`src/rtl/dfe_ppc_pkg.sv`:
```
`timescale 1ns/1ps
package dfe_ppc_pkg;
    localparam int DFE_TAPS  = 6;
    localparam int DFE_PRE   = 2;
    localparam int DFE_WGT_W = 8;
    localparam int DFE_SMP_W = 10;

    typedef enum logic {
        ST_IDLE = 1'b0,
        ST_HOLD = 1'b1
    } dfe_st_e;
endpackage

```
`src/rtl/dfe_sign_term.sv`:
```
`timescale 1ns/1ps
module dfe_sign_term #(
    parameter int WGT_W = 8,
    parameter int ACC_W = 14
) (
    input  logic [WGT_W-1:0] weight,
    input  logic             dec,
    output logic [ACC_W-1:0] term
);
    logic [ACC_W-1:0] wext;

    assign wext = {{(ACC_W-WGT_W){weight[WGT_W-1]}}, weight};
    // decision +1 subtracts the weight, decision -1 adds it
    assign term = dec ? (~wext + 1'b1) : wext;
endmodule

```
`src/rtl/dfe_csa_sum.sv`:
```
`timescale 1ns/1ps
module dfe_csa_sum #(
    parameter int NUM = 5,
    parameter int W   = 14
) (
    input  logic [NUM*W-1:0] ops,
    output logic [W-1:0]     sum
);
    localparam int STEPS = NUM - 2;

    logic [W-1:0] s_v [STEPS+1];
    logic [W-1:0] c_v [STEPS+1];

    assign s_v[0] = ops[0 +: W];
    assign c_v[0] = ops[W +: W];

    for (genvar i = 0; i < STEPS; i++) begin : g_csa
        logic [W-1:0] a_v;
        assign a_v      = ops[(i+2)*W +: W];
        assign s_v[i+1] = s_v[i] ^ c_v[i] ^ a_v;
        assign c_v[i+1] = ((s_v[i] & c_v[i]) | (s_v[i] & a_v) | (c_v[i] & a_v)) << 1;
    end

    // single vector-merge add
    assign sum = s_v[STEPS] + c_v[STEPS];
endmodule

```
`src/rtl/dfe_cand_bank.sv`:
```
`timescale 1ns/1ps
module dfe_cand_bank #(
    parameter int PRE   = 2,
    parameter int WGT_W = 8,
    parameter int ACC_W = 14,
    localparam int NCAND = 1 << PRE
) (
    input  logic [ACC_W-1:0]       base,
    input  logic [PRE*WGT_W-1:0]   w_near,
    output logic [NCAND*ACC_W-1:0] cands
);
    for (genvar p = 0; p < NCAND; p++) begin : g_pat
        localparam logic [PRE-1:0] PAT = p[PRE-1:0];
        logic [(PRE+1)*ACC_W-1:0] ops;
        assign ops[0 +: ACC_W] = base;
        for (genvar j = 0; j < PRE; j++) begin : g_term
            dfe_sign_term #(.WGT_W(WGT_W), .ACC_W(ACC_W)) u_term (
                .weight (w_near[j*WGT_W +: WGT_W]),
                .dec    (PAT[j]),
                .term   (ops[(j+1)*ACC_W +: ACC_W])
            );
        end
        dfe_csa_sum #(.NUM(PRE+1), .W(ACC_W)) u_add (
            .ops (ops),
            .sum (cands[p*ACC_W +: ACC_W])
        );
    end
endmodule

```
`src/rtl/dfe_ppc_top.sv`:
```
`timescale 1ns/1ps
module dfe_ppc_top
    import dfe_ppc_pkg::*;
#(
    parameter int TAPS  = DFE_TAPS,
    parameter int PRE   = DFE_PRE,
    parameter int WGT_W = DFE_WGT_W,
    parameter int SMP_W = DFE_SMP_W
) (
    input  logic                  clk,
    input  logic                  rst_n,
    input  logic                  in_valid,
    input  logic [SMP_W-1:0]      in_sample,
    input  logic [TAPS*WGT_W-1:0] in_weights,
    output logic                  out_valid,
    output logic                  out_dec
);
    localparam int MAX_W = (SMP_W > WGT_W) ? SMP_W : WGT_W;
    localparam int ACC_W = MAX_W + $clog2(TAPS + 1) + 1;
    localparam int NCAND = 1 << PRE;
    localparam int TAIL  = TAPS - PRE;

    dfe_st_e st_q, st_d;
    logic [TAPS-1:0]        hist_q;
    logic [NCAND*ACC_W-1:0] cand_q;
    logic [NCAND*ACC_W-1:0] cand_d;
    logic [ACC_W-1:0]       base;
    logic [(TAIL+1)*ACC_W-1:0] tail_ops;
    logic                   stage_full;
    logic [PRE-1:0]         sel;
    logic [ACC_W-1:0]       y_sel;
    logic                   dec_now;

    assign stage_full = (st_q == ST_HOLD);

    // older taps: sample plus tail terms, reduced outside the loop
    assign tail_ops[0 +: ACC_W] = {{(ACC_W-SMP_W){in_sample[SMP_W-1]}}, in_sample};
    for (genvar j = 0; j < TAIL; j++) begin : g_tail
        localparam int K = PRE + j;
        logic tap_dec;
        // a sample still in the candidate stage is decided at this edge,
        // so the history is one position short: read one deeper
        assign tap_dec = stage_full ? hist_q[K-1] : hist_q[K];
        dfe_sign_term #(.WGT_W(WGT_W), .ACC_W(ACC_W)) u_term (
            .weight (in_weights[K*WGT_W +: WGT_W]),
            .dec    (tap_dec),
            .term   (tail_ops[(j+1)*ACC_W +: ACC_W])
        );
    end

    dfe_csa_sum #(.NUM(TAIL+1), .W(ACC_W)) u_tail (
        .ops (tail_ops),
        .sum (base)
    );

    dfe_cand_bank #(.PRE(PRE), .WGT_W(WGT_W), .ACC_W(ACC_W)) u_bank (
        .base   (base),
        .w_near (in_weights[PRE*WGT_W-1:0]),
        .cands  (cand_d)
    );

    always_ff @(posedge clk or negedge rst_n) begin
        if (!rst_n) begin
            cand_q <= '0;
        end else if (in_valid) begin
            cand_q <= cand_d;
        end
    end

    // inner loop: one select by the two newest decisions, then the sign
    assign sel     = hist_q[PRE-1:0];
    assign y_sel   = cand_q[sel*ACC_W +: ACC_W];
    assign dec_now = ~y_sel[ACC_W-1];

    always_comb begin
        st_d = st_q;
        unique case (st_q)
            ST_IDLE: st_d = in_valid ? ST_HOLD : ST_IDLE;
            ST_HOLD: st_d = in_valid ? ST_HOLD : ST_IDLE;
            default: st_d = ST_IDLE;
        endcase
    end

    always_ff @(posedge clk or negedge rst_n) begin
        if (!rst_n) begin
            st_q <= ST_IDLE;
        end else begin
            st_q <= st_d;
        end
    end

    always_ff @(posedge clk or negedge rst_n) begin
        if (!rst_n) begin
            out_valid <= 1'b0;
            out_dec   <= 1'b0;
            hist_q    <= '0;
        end else begin
            unique case (st_q)
                ST_HOLD: begin
                    out_valid <= 1'b1;
                    out_dec   <= dec_now;
                    hist_q    <= {hist_q[TAPS-2:0], dec_now};
                end
                default: begin
                    out_valid <= 1'b0;
                end
            endcase
        end
    end
endmodule

```
`config.mk`:
```
export PLATFORM = sky130hd
export DESIGN_NAME = dfe_ppc_top
export DESIGN_NICKNAME = d
export VERILOG_FILES = /design/src/rtl/dfe_ppc_pkg.sv /design/src/rtl/dfe_sign_term.sv /design/src/rtl/dfe_csa_sum.sv /design/src/rtl/dfe_cand_bank.sv /design/src/rtl/dfe_ppc_top.sv
export SDC_FILE = /design/constraint.sdc
export NUM_CORES = 1
export LEC_CHECK = 0
export BUFFER_PORTS_ARGS = -buffer_cell sky130_fd_sc_hd__buf_2
export CAP_MARGIN = 40
export CELL_PAD_IN_SITES_DETAIL_PLACEMENT = 0
export CELL_PAD_IN_SITES_GLOBAL_PLACEMENT = 2
export CORE_MARGIN = 5
export CORE_UTILIZATION = 39
export DETAILED_ROUTE_END_ITERATION = 8
export PLACE_DENSITY_LB_ADDON = 0.1
export SLEW_MARGIN = 5
export SYNTH_ARGS = -nofsm -noshare
export SYNTH_HDL_FRONTEND = slang
export SYNTH_HIERARCHICAL = 1
export SYNTH_SLANG_ARGS = --single-unit
```
`constraint.sdc`:
```
create_clock -name clk -period 8.5 [get_ports clk]
set_input_delay 0.425 -clock clk [delete_from_list [all_inputs] [get_ports clk]]
set_output_delay 0.425 -clock clk [all_outputs]
set_load 0.005 [all_outputs]
```
---- Word level (Yosys, flattened, before mapping) ----
Cells that the tools add are included.
operators by class
  eq/ne operators ......................... 0
  shift-type cells ........................ 1
  bitwise operators ....................... 50
  add/sub/neg operators ................... 11
  divide/modulo/power cells ............... 0
  mux-type cells .......................... 10
  reduce and logical (&&, ||, !) cells .... 0
  multiply operators ...................... 1
  order comparisons ....................... 0
operators with widths
  operator                                                             number
  13-bit bitwise AND                                                   17
  13-bit bitwise OR                                                    14
  14-bit bitwise XOR                                                   12
  14-bit by 1-bit adder with 14-bit output (second input constant)     6
  14-bit inverter                                                      6
  14-bit adder                                                         5
  14-bit 2-to-1 mux                                                    4
  56-bit by 7-bit variable part select with 14-bit output              1
  1-bit 2-to-1 mux                                                     6
  2-bit by 3-bit multiplier with 5-bit output (second input constant)  1
  1-bit inverter                                                       1
storage, ports and cells
  input port bits ......................... 61
  memory bits (read-only) ................. 0
  bits in latches ......................... 0
  logic and storage cells ................. 78
  memories ................................ 0
  register bits ........................... 65
  memory bits (writable) .................. 0

---- Longest topological paths before layout ----
Gate-level depths: netlist (run 1).
  depth after elaboration ................. 17
  mapped depth ............................ 25
  gate-level depth less buffers ........... 24

---- Hierarchy ----
Netlist (run 1), hierarchy kept.
modules (own cells, without submodules)
  module                               sequential area each (um^2)  instances  area an instance (um^2)  cells an instance
  dfe_sign_term                        0.0                          12         219.0                    31
  dfe_csa_sum (u_tail)                 0.0                          1          1617.8                   186
  dfe_csa_sum (u_bank.g_pat[1].u_add)  0.0                          1          928.4                    104
  dfe_csa_sum (u_bank.g_pat[3].u_add)  0.0                          1          918.4                    104
  dfe_csa_sum (u_bank.g_pat[0].u_add)  0.0                          1          912.1                    104
  dfe_csa_sum (u_bank.g_pat[2].u_add)  0.0                          1          909.6                    104
  dfe_ppc_top                          300.3                        1          442.9                    26
  dfe_cand_bank                        0.0                          1          7.5                      2

---- Worst setup path before layout (run 1) ----
No wires, ideal clock.
  path type ............................... reg-to-reg
  start ................................... register st_q
  end ..................................... register cand_q[41]
  required time ........................... 8375 ps
  path buffers ............................ 2
  data arrival time ....................... 6165 ps
  path slack .............................. 2211 ps
  cell stages (with the launch flop) ...... 25
  clock period less this slack ............ 6289 ps
  library setup time ...................... 125 ps
  cell sequence ........................... dfrtp_1 -> buf_2 -> mux2_2 -> clkbuf_1 -> o31a_1 -> xor2_1 -> fa_1 -> inv_1 -> fa_1 -> fa_1 -> inv_1 -> ha_1 -> o211ai_1 -> a21oi_1 -> o21ai_1 -> nand2_1 -> o311ai_1 -> fa_1 -> ha_1 -> nand4_1 -> inv_1 -> o2111ai_1 -> a31oi_1 -> xnor2_1 -> mux2_2
on the way
  longest elaborated chain between the ends .. 16
ends and longest elaborated chain
  what                             line                 RTL
  start: declaration               dfe_ppc_top.sv:23    dfe_st_e st_q, st_d;
  start signal: assignment         dfe_ppc_top.sv:88    st_q <= st_d;
  1-bit 2-to-1 mux *               dfe_ppc_top.sv:43    assign tap_dec = stage_full ? hist_q[K-1] : hist_q[K];
  named net g_tail[0].tap_dec      dfe_ppc_top.sv:40    logic tap_dec;
  14-bit 2-to-1 mux *              dfe_sign_term.sv:14  assign term = dec ? (~wext + 1'b1) : wext;
  named net tail_ops[18]           dfe_ppc_top.sv:28    logic [(TAIL+1)*ACC_W-1:0] tail_ops;
  13-bit bitwise AND               dfe_csa_sum.sv:21    assign c_v[i+1] = ((s_v[i] & c_v[i]) | (s_v[i] & a_v) | (c_v[i] & a_v)) << 1;
  13-bit bitwise OR (2 in series)  dfe_csa_sum.sv:21
  13-bit bitwise AND               dfe_csa_sum.sv:21
  13-bit bitwise OR (2 in series)  dfe_csa_sum.sv:21
  13-bit bitwise AND               dfe_csa_sum.sv:21
  13-bit bitwise OR (2 in series)  dfe_csa_sum.sv:21
  14-bit adder *                   dfe_csa_sum.sv:25    assign sum = s_v[STEPS] + c_v[STEPS];
  named net base[11]               dfe_ppc_top.sv:27    logic [ACC_W-1:0] base;
  13-bit bitwise AND               dfe_csa_sum.sv:21
  13-bit bitwise OR (2 in series)  dfe_csa_sum.sv:21
  14-bit adder *                   dfe_csa_sum.sv:25
  named net cand_d[41]             dfe_ppc_top.sv:26    logic [NCAND*ACC_W-1:0] cand_d;
  end signal: assignment           dfe_ppc_top.sv:66    cand_q <= cand_d;
  end: declaration                 dfe_ppc_top.sv:25    logic [NCAND*ACC_W-1:0] cand_q;
Mark *: on every way through the listed nets, which the timed path passes. The rest lies on a longest branch.
A chain may end at the register's enable or synchronous reset.

---- Worst setup path in the final report (run 1) ----
  start ................................... register st_q
  end ..................................... register cand_q[27]
Same word-level chain as after synthesis.

==> impl_metrics.tcl, run 1 <==
set metrics [dict create \
    rsz0062_at_grt "false" \
    fmax_mhz 148.6 \
    wl_met2_um 9535 \
    fp.dieH_um 143.6 \
    h-tree-depth 1 \
    finalSetupTns_ns 0 \
    top_layer "met4" \
    hpwl_um 15100 \
    final_common_cell "inv_1" \
    drv_slew 0 \
    drtPass1Iterations 4 \
    final_antenna_net_count 0 \
    viasPerCell 5.131 \
    cts_sinks 12 \
    gp_congestion 0.8847 \
    synth_cells 792 \
    hold_violations 0 \
    dieArea_um2 20630 \
    worstPathRequired_ns 8.63 \
    worstReg2RegStart "st_q" \
    syn_area_per_cell_um2 8.793 \
    area_delta_synth_final_pct 8.175 \
    antenna_found_initial 0 \
    grt_usage 0.1690 \
    final_cell_mix "inv_1 (155), fa_1 (94), xnor2_1 (85)" \
    reg2reg_depth 21 \
    post_cts_resized 0 \
    path_clk_slew_ns 0.05 \
    drt-total-wl_um 17060 \
    hold_buffers 0 \
    cts_tree "built" \
    die_width_um 143.6 \
    wl_met1_um 6931 \
    fillerInstances 1820 \
    route.met3.wl_um 461 \
    max_slew.worst_pin.slew_ns 0.8487 \
    root_buffer "clkbuf_16" \
    slew_headroom 0.4301 \
    setup_ws_ns 1.769 \
    skew_ns 0.001141 \
    status "finished, final reports clean" \
    clk_latency_ns 0.24 \
    end_kind "flip-flop" \
    critPathArrivalTime_ns 6.86 \
    multi_input_area_um2 5944 \
    r2r_end "cand_q[27]" \
    ys_warn_count 6 \
    io_pins 63 \
    diodes 0 \
    drt-wirelength-per-cell_um 16.02 \
    critPathKind "flip-flop to flip-flop" \
    grt_max_degree 25 \
    drcViolationCount 0 \
    drive_gt1_frac 0.1595 \
    nNetsFinal 1066 \
    hp-class "input port to asynchronous set/reset pin" \
    grt_pass1_wl_um 28460 \
    io_buffers 62 \
    initial_core_util 0.3999 \
    cap_violations 0 \
    min_period_over_period 0.7919 \
    period_needed_ns 6.731 \
    setup_viol 0 \
    num_rows 48 \
    stdcell_count 1065 \
    grt_overflow 0 \
    clockBufferDepth 2 \
    cts_inserted_buffers 3 \
    route.vias.total 5464 \
    post-place-ws_ns 1.666 \
    cp_max_fo 11 \
    place_inst 1059 \
    critPathLaunchType "flip-flop" \
    post-cts-setup-buffer-count 0 \
    first_global_vias 6083 \
    drtIter0Drc 139 \
    register_area_um2 300.3 \
    coreArea_um2 17420 \
    rrSetupSlack_ns 1.77 \
    syn_area_um2 6964 \
]
==> layer usage <==
metal,track usage,up-vias
met4,0.01883,0
met5,0,-
met2,0.3492,92
met3,0.007654,12
li1,-,2689
met1,0.1952,2671
==> how the worst max path moves through the flow <==
stage | from | to | slack (ns) | cells past startpoint
3_5_place_dp | in_weights[18] | cand_q[13] | 1.67 | 23
3_3_place_gp | st_q | cand_q[55] | 1.75 | 21
5_1_grt | st_q | cand_q[27] | 1.28 | 21
2_1_floorplan | st_q | cand_q[41] | 2.29 | 24
4_1_cts | st_q | cand_q[55] | 1.65 | 21
6_report | st_q | cand_q[27] | 1.77 | 21
==> through the flow <==
stage / hold slack [ns] / area, µm² / util
4_1_cts: 0.06894 / 7518 / 0.4317
3_3_place_gp: 0.3133 / 7430 / 0.4266
3_5_place_dp: 0.3273 / 7430 / 0.4266
5_1_grt: 0.08746 / 7533 / 0.4325
2_1_floorplan: 0.1294 / 6987 / -
6_report: 0.06553 / 7533 / 0.4325
==> critical path, stage by stage, from the launching register on <==
cell and delay (ns):
dfrtp_1 0.50, mux2_2 0.51, o21ai_0 0.28, fa_1 0.48, fa_1 0.52, fa_1 0.53
ha_1 0.16, inv_1 0.05, fa_1 0.39, nand2b_1 0.18, a21oi_1 0.25, nor2_1 0.12
o21bai_1 0.19, xor2_1 0.66, fa_1 0.55, ha_1 0.30, nand2_1 0.06, o21ai_0 0.08
a211oi_1 0.25, a31oi_1 0.14, xnor2_1 0.14, mux2_2 0.26
==> sequential cells by signal, indices dropped and copies added (netlist names) <==
register and count:
hist_q 6, st_q 1, out_valid 1, cand_q 4
==> area by class of cell <==
| class | count | share of cell area |
|---|---|---|
| repair buffers | 65 | 0.04418 |
| well taps | 225 | 0.03737 |
| multi-input cells | 603 | 0.7891 |
| clock buffers | 4 | 0.01179 |
| flip-flops and latches | 12 | 0.03986 |
| inverters | 156 | 0.07773 |
Power of run 1 is not shown: default switching activity piles up to over one toggle a cycle in this logic, so the estimate is an artifact.
==> run 2, diff against run 1 <==
Clock period 8.5 ns to 6.45 ns, I/O delays scaled along.
==> run 2 against run 1 <==
Against the previous run:
- wire length is 1.9% higher
- non-clock buffer count grew 16
- setup slack lost 1.5 ns
- register-to-register slack got worse by 1.5 ns
- flip-flop and latch count did not move
- sequential share of layout area shrank 0.096 points
- maximum frequency grew 9.4%
- via count is 0.33% lower
- highest routed layer unchanged
==> impl_metrics.tcl, run 2 (synthesis gave the netlist of run 1 again) <==
set metrics [dict create \
    status "finished, final reports clean" \
    period_needed_ns 6.151 \
    io_buffers 62 \
    root_buffer "clkbuf_16" \
    cts_sinks 12 \
    first_global_vias 6155 \
    viasPerCell 5.038 \
    hold_depth 1 \
    largest_register_ffs 6 \
    die_width_um 143.6 \
    crit_slowest_cell "fa_1" \
    fillerInstances 1768 \
    initial_core_util 0.3999 \
    worstPathRequired_ns 6.57 \
    slowest_delay_ns 0.52 \
    nNetsFinal 1082 \
    stdcell_count 1081 \
    top_register "hist_q" \
    max_slew.worst_pin.slew_ns 0.7587 \
    route.vias.total 5446 \
    drt-total-wl_um 17390 \
    cp_max_fo 7 \
    final_common_cell "inv_1" \
    hp-class "input port to flip-flop" \
    place_inst 1076 \
    min_period_over_period 0.9537 \
    cts_tree "built" \
    drive_gt1_frac 0.1799 \
    final_cell_mix "inv_1 (155), fa_1 (94), xnor2_1 (82)" \
    h-tree-depth 1 \
    critPathLaunchType "flip-flop" \
    drcViolationCount 0 \
    fmax_mhz 162.6 \
    skew_ns 0.001507 \
    reg2reg_depth 22 \
    gp_congestion 0.8914 \
    critPathKind "flip-flop to flip-flop" \
    drtIter0Drc 175 \
    reg.largest.list "hist_q x6, cand_q x4" \
    hpwl_um 15390 \
    grt_overflow 0 \
    rsz0062_at_grt "false" \
    drt-wirelength-per-cell_um 16.08 \
    grt_usage 0.1783 \
    grt_pass1_wl_um 29920 \
    crit_top_cell "fa_1" \
    final_antenna_net_count 0 \
    hold_violations 0 \
    io_pins 63 \
    end_kind "flip-flop" \
    diodes 0 \
    clockBufferDepth 2 \
    fp.dieH_um 143.6 \
    setup_viol 0 \
    path_clk_slew_ns 0.04 \
    clk_latency_ns 0.24 \
    num_rows 48 \
    grt_max_degree 25 \
    cap_violations 0 \
    area_delta_synth_final_pct 10.83 \
    critPathArrivalTime_ns 6.27 \
    dieArea_um2 20630 \
    slew_headroom 0.4906 \
    cts_inserted_buffers 3 \
    drtPass1Iterations 4 \
    antenna_found_initial 0 \
    drv_slew 0 \
    crit_chain "mux2_4 > o31a_1 > xor2_1 > fa_1 > inv_1 > fa_1 > fa_1 > inv_1 > ha_1 > a21o_1 > a21oi_2 > a21boi_1 > or4_1 > nand3_4 > fa_1 > ha_1 > a21oi_1 > o21ai_1 > a211oi_1 > a31oi_1 > xnor2_1 > mux2_2" \
    coreArea_um2 17420 \
]
run 2: final timing paths:
check	slack, ns	from	endpoint
max in group asynchronous	5.72	rst_n	hist_q[4]
hold reg to reg	0.51	cand_q[41]	cand_q[41]
setup reg to reg	0.30	st_q	cand_q[55]
setup / recovery	0.30	st_q	cand_q[55]
hold / removal	0.30	in_valid	st_q
min in group asynchronous	0.50	rst_n	hist_q[1]
run 2: layout make-up:
| class | count | area [µm²] | area share |
|---|---|---|---|
| clock buffers | 4 | 88.84 | 0.01151 |
| repair buffers | 81 | 467.9 | 0.06063 |
| multi-input cells | 603 | 5995 | 0.7766 |
| flip-flops and latches | 12 | 300.3 | 0.03890 |
| well taps | 225 | 281.5 | 0.03647 |
| inverters | 156 | 585.6 | 0.07586 |
run 2: layer usage:
| metal | wire length (µm) | global-route usage | share of wire | vias to the layer above |
|---|---|---|---|---|
| li1 | - | - | - | 2728 |
| met1 | 7122 | 0.2130 | 0.41 | 2629 |
| met2 | 9653 | 0.3603 | 0.56 | 77 |
| met3 | 379 | 0.007654 | 0.022 | 12 |
| met4 | 229 | 0.01933 | 0.013 | 0 |
| met5 | 0 | 0 | 0 | - |
run 2: repair_timing:
item	CTS	global route
hold buffers	1	0
pin swaps	0	1
buffers inserted	0	0
setup endpoints to repair	3	4
gates resized for setup	1	9
endpoints found under the hold margin	12	0
run 2: per-stage QoR:
| step | TNS (ns) | instance area, µm² | setup WS (ns) | hold slack, ns | utilization |
|---|---|---|---|---|---|
| 2_1_floorplan | 0 | 6987 | 0.2365 | 0.02691 | - |
| 3_3_place_gp | 0 | 7570 | 0.02549 | 0.2147 | 0.4346 |
| 3_5_place_dp | -0.2702 | 7570 | -0.08384 | 0.2215 | 0.4346 |
| 4_1_cts | 0 | 7676 | 0.008025 | 0.2964 | 0.4407 |
| 5_1_grt | 0 | 7719 | 0.008082 | 0.2941 | 0.4432 |
| 6_report | 0 | 7719 | 0.2988 | 0.2966 | 0.4432 |
run 2: worst max-delay path, delay by kind of cell, from the launching register on:
family	cells	cell delay, ns
AOI/OAI and AO/OA	8	1.31
xor gates and xnor gates	2	0.31
adders and majority gates	6	2.57
buffers and inverters	2	0.09
DFF	1	0.43
muxes	2	0.66
and+or+nand+nor	2	0.64
Power of run 2 is left out for the same reason.
==> run 3, diff against run 2 <==
Settings changed: CORE_UTILIZATION 39 to 42.
Clock period 6.45 ns to 7.4 ns, I/O delays scaled along.
==> run 3 against run 2 <==
Against the previous run:
- first-iteration DRC count up 12%
- clock skew up 0.0012 ns
- hold slack worse by 0.29 ns
- sequential share of layout area up 0.095 points
- wire length down 4.5%
- global-route usage down 0.34 points
- critical endpoint is now cand_q[13]
- core utilization up 1.6 points
- die area down 6.7%
- cell count down 1.9%
- cell area down 2.4%
- highest routed layer unchanged
- register-to-register slack better by 0.68 ns
- count of clock-buffer cells in the layout unchanged
==> impl_metrics.tcl, run 3 (synthesis gave the netlist of run 1 again) <==
set metrics [dict create \
    crit_family "adder cells" \
    cp_max_fo 11 \
    post_cts_resized 0 \
    critPathArrivalTime_ns 6.54 \
    gp_congestion 0.8602 \
    hpwl_um 14500 \
    cts_tree "built" \
    initial_core_util 0.4245 \
    place_inst 1057 \
    clockBufferDepth 2 \
    route.vias.total 5413 \
    first_global_vias 6071 \
    drt-wirelength-per-cell_um 15.65 \
    top_register "hist_q" \
    grt_pass1_wl_um 28410 \
    drtPass1Iterations 4 \
    worstPathRequired_ns 7.53 \
    drive_gt1_frac 0.1605 \
    end_kind "flip-flop" \
    cap_violations 0 \
    h-tree-depth 1 \
    die_width_um 138.8 \
    cts_sinks 12 \
    rsz0062_at_grt "false" \
    viasPerCell 5.102 \
    final_antenna_net_count 0 \
    crit_slowest_cell "fa_1" \
    reg.largest.list "hist_q x6, cand_q x4" \
    critPathKind "flip-flop to flip-flop" \
    cp.buffers_inverters 3 \
    post-cts-setup-buffer-count 0 \
    drcViolationCount 0 \
    fp.dieH_um 138.8 \
    setup_viol 0 \
    path_clk_slew_ns 0.05 \
    area_delta_synth_final_pct 8.193 \
    grt_usage 0.1748 \
    multi_input_area_um2 5944 \
    min_period_over_period 0.8672 \
    final_common_cell "inv_1" \
    io_buffers 62 \
    register_area_um2 300.3 \
    antenna_found_initial 0 \
    nNetsFinal 1067 \
    critPathLaunchType "flip-flop" \
    drtIter0Drc 196 \
    grt_max_degree 25 \
    rrSetupSlack_ns 0.98 \
    slew_headroom 0.4324 \
    cts_inserted_buffers 3 \
    hold_buffers 0 \
    period_needed_ns 6.417 \
    finalSetupTns_ns 0 \
    drt-total-wl_um 16600 \
    skew_ns 0.002710 \
    hold_violations 0 \
    stdcell_count 1061 \
    hp-class "input port to asynchronous set/reset pin" \
    num_rows 47 \
    coreArea_um2 16410 \
    max_slew.worst_pin.slew_ns 0.8453 \
    slowest_delay_ns 0.52 \
    io_pins 63 \
    crit_chain "mux2_2 > o21ai_0 > fa_1 > fa_1 > fa_1 > ha_1 > inv_1 > fa_1 > nand2b_1 > a21oi_1 > o21ai_1 > a211o_1 > o311ai_1 > buf_4 > fa_1 > ha_1 > nand4_1 > inv_1 > o2111ai_1 > a31oi_1 > xnor2_1 > mux2_2" \
    diodes 0 \
    largest_register_ffs 6 \
    final_cell_mix "inv_1 (155), fa_1 (94), xnor2_1 (85)" \
    crit_top_cell "fa_1" \
    fillerInstances 1611 \
    hold_ws_ns 0.007311 \
    fmax_mhz 155.8 \
    dieArea_um2 19260 \
    drv_slew 0 \
    grt_overflow 0 \
    status "finished, final reports clean" \
    clk_latency_ns 0.24 \
    root_buffer "clkbuf_16" \
]
==> run 3: area by class of cell <==
type	count	share of cell area
well taps	220	0.03653
inverters	156	0.07772
multi-input cells	603	0.7889
flip-flops and latches	12	0.03985
clock buffers	4	0.01179
repair buffers	66	0.04517
==> run 3: per-stage QoR <==
stage | util | worst slack [ns] | area [µm²]
3_3_place_gp | 0.4538 | 0.8980 | 7446
2_1_floorplan | - | 1.186 | 6987
3_5_place_dp | 0.4538 | 0.9448 | 7446
6_report | 0.4592 | 0.9828 | 7535
4_1_cts | 0.4592 | 0.9605 | 7535
5_1_grt | 0.4592 | 0.4967 | 7535
==> run 3: metal layers <==
metal / routed length (µm) / vias up / part of all wire / global-route usage
met5: 0 / - / 0 / 0
met4: 366 / 0 / 0.022 / 0.04171
met3: 352 / 26 / 0.021 / 0.01241
met2: 8869 / 85 / 0.53 / 0.3449
met1: 7013 / 2615 / 0.42 / 0.2036
li1: - / 2687 / - / -
==> run 3: path summary, 6_finish.rpt <==
kind                       startpoint         end  cells after the start
setup reg to reg                 st_q  cand_q[13]                     22
max in group asynchronous       rst_n   hist_q[0]                      1
setup / recovery                 st_q  cand_q[13]                     22
min in group clk             in_valid        st_q                      1
hold / removal                  rst_n  cand_q[27]                      1
hold reg to reg             hist_q[0]   hist_q[0]                      1
==> run 3: worst register-to-register path: stages, from the launching register on <==
cell,delay (ns)
dfrtp_1,0.48
mux2_2,0.51
o21ai_0,0.30
fa_1,0.49
fa_1,0.51
fa_1,0.52
ha_1,0.16
inv_1,0.05
fa_1,0.39
nand2b_1,0.18
a21oi_1,0.21
o21ai_1,0.18
a211o_1,0.29
o311ai_1,0.08
buf_4,0.23
fa_1,0.42
ha_1,0.33
nand4_1,0.10
inv_1,0.09
o2111ai_1,0.18
a31oi_1,0.26
xnor2_1,0.09
mux2_2,0.26
Power of run 3 is left out for the same reason.
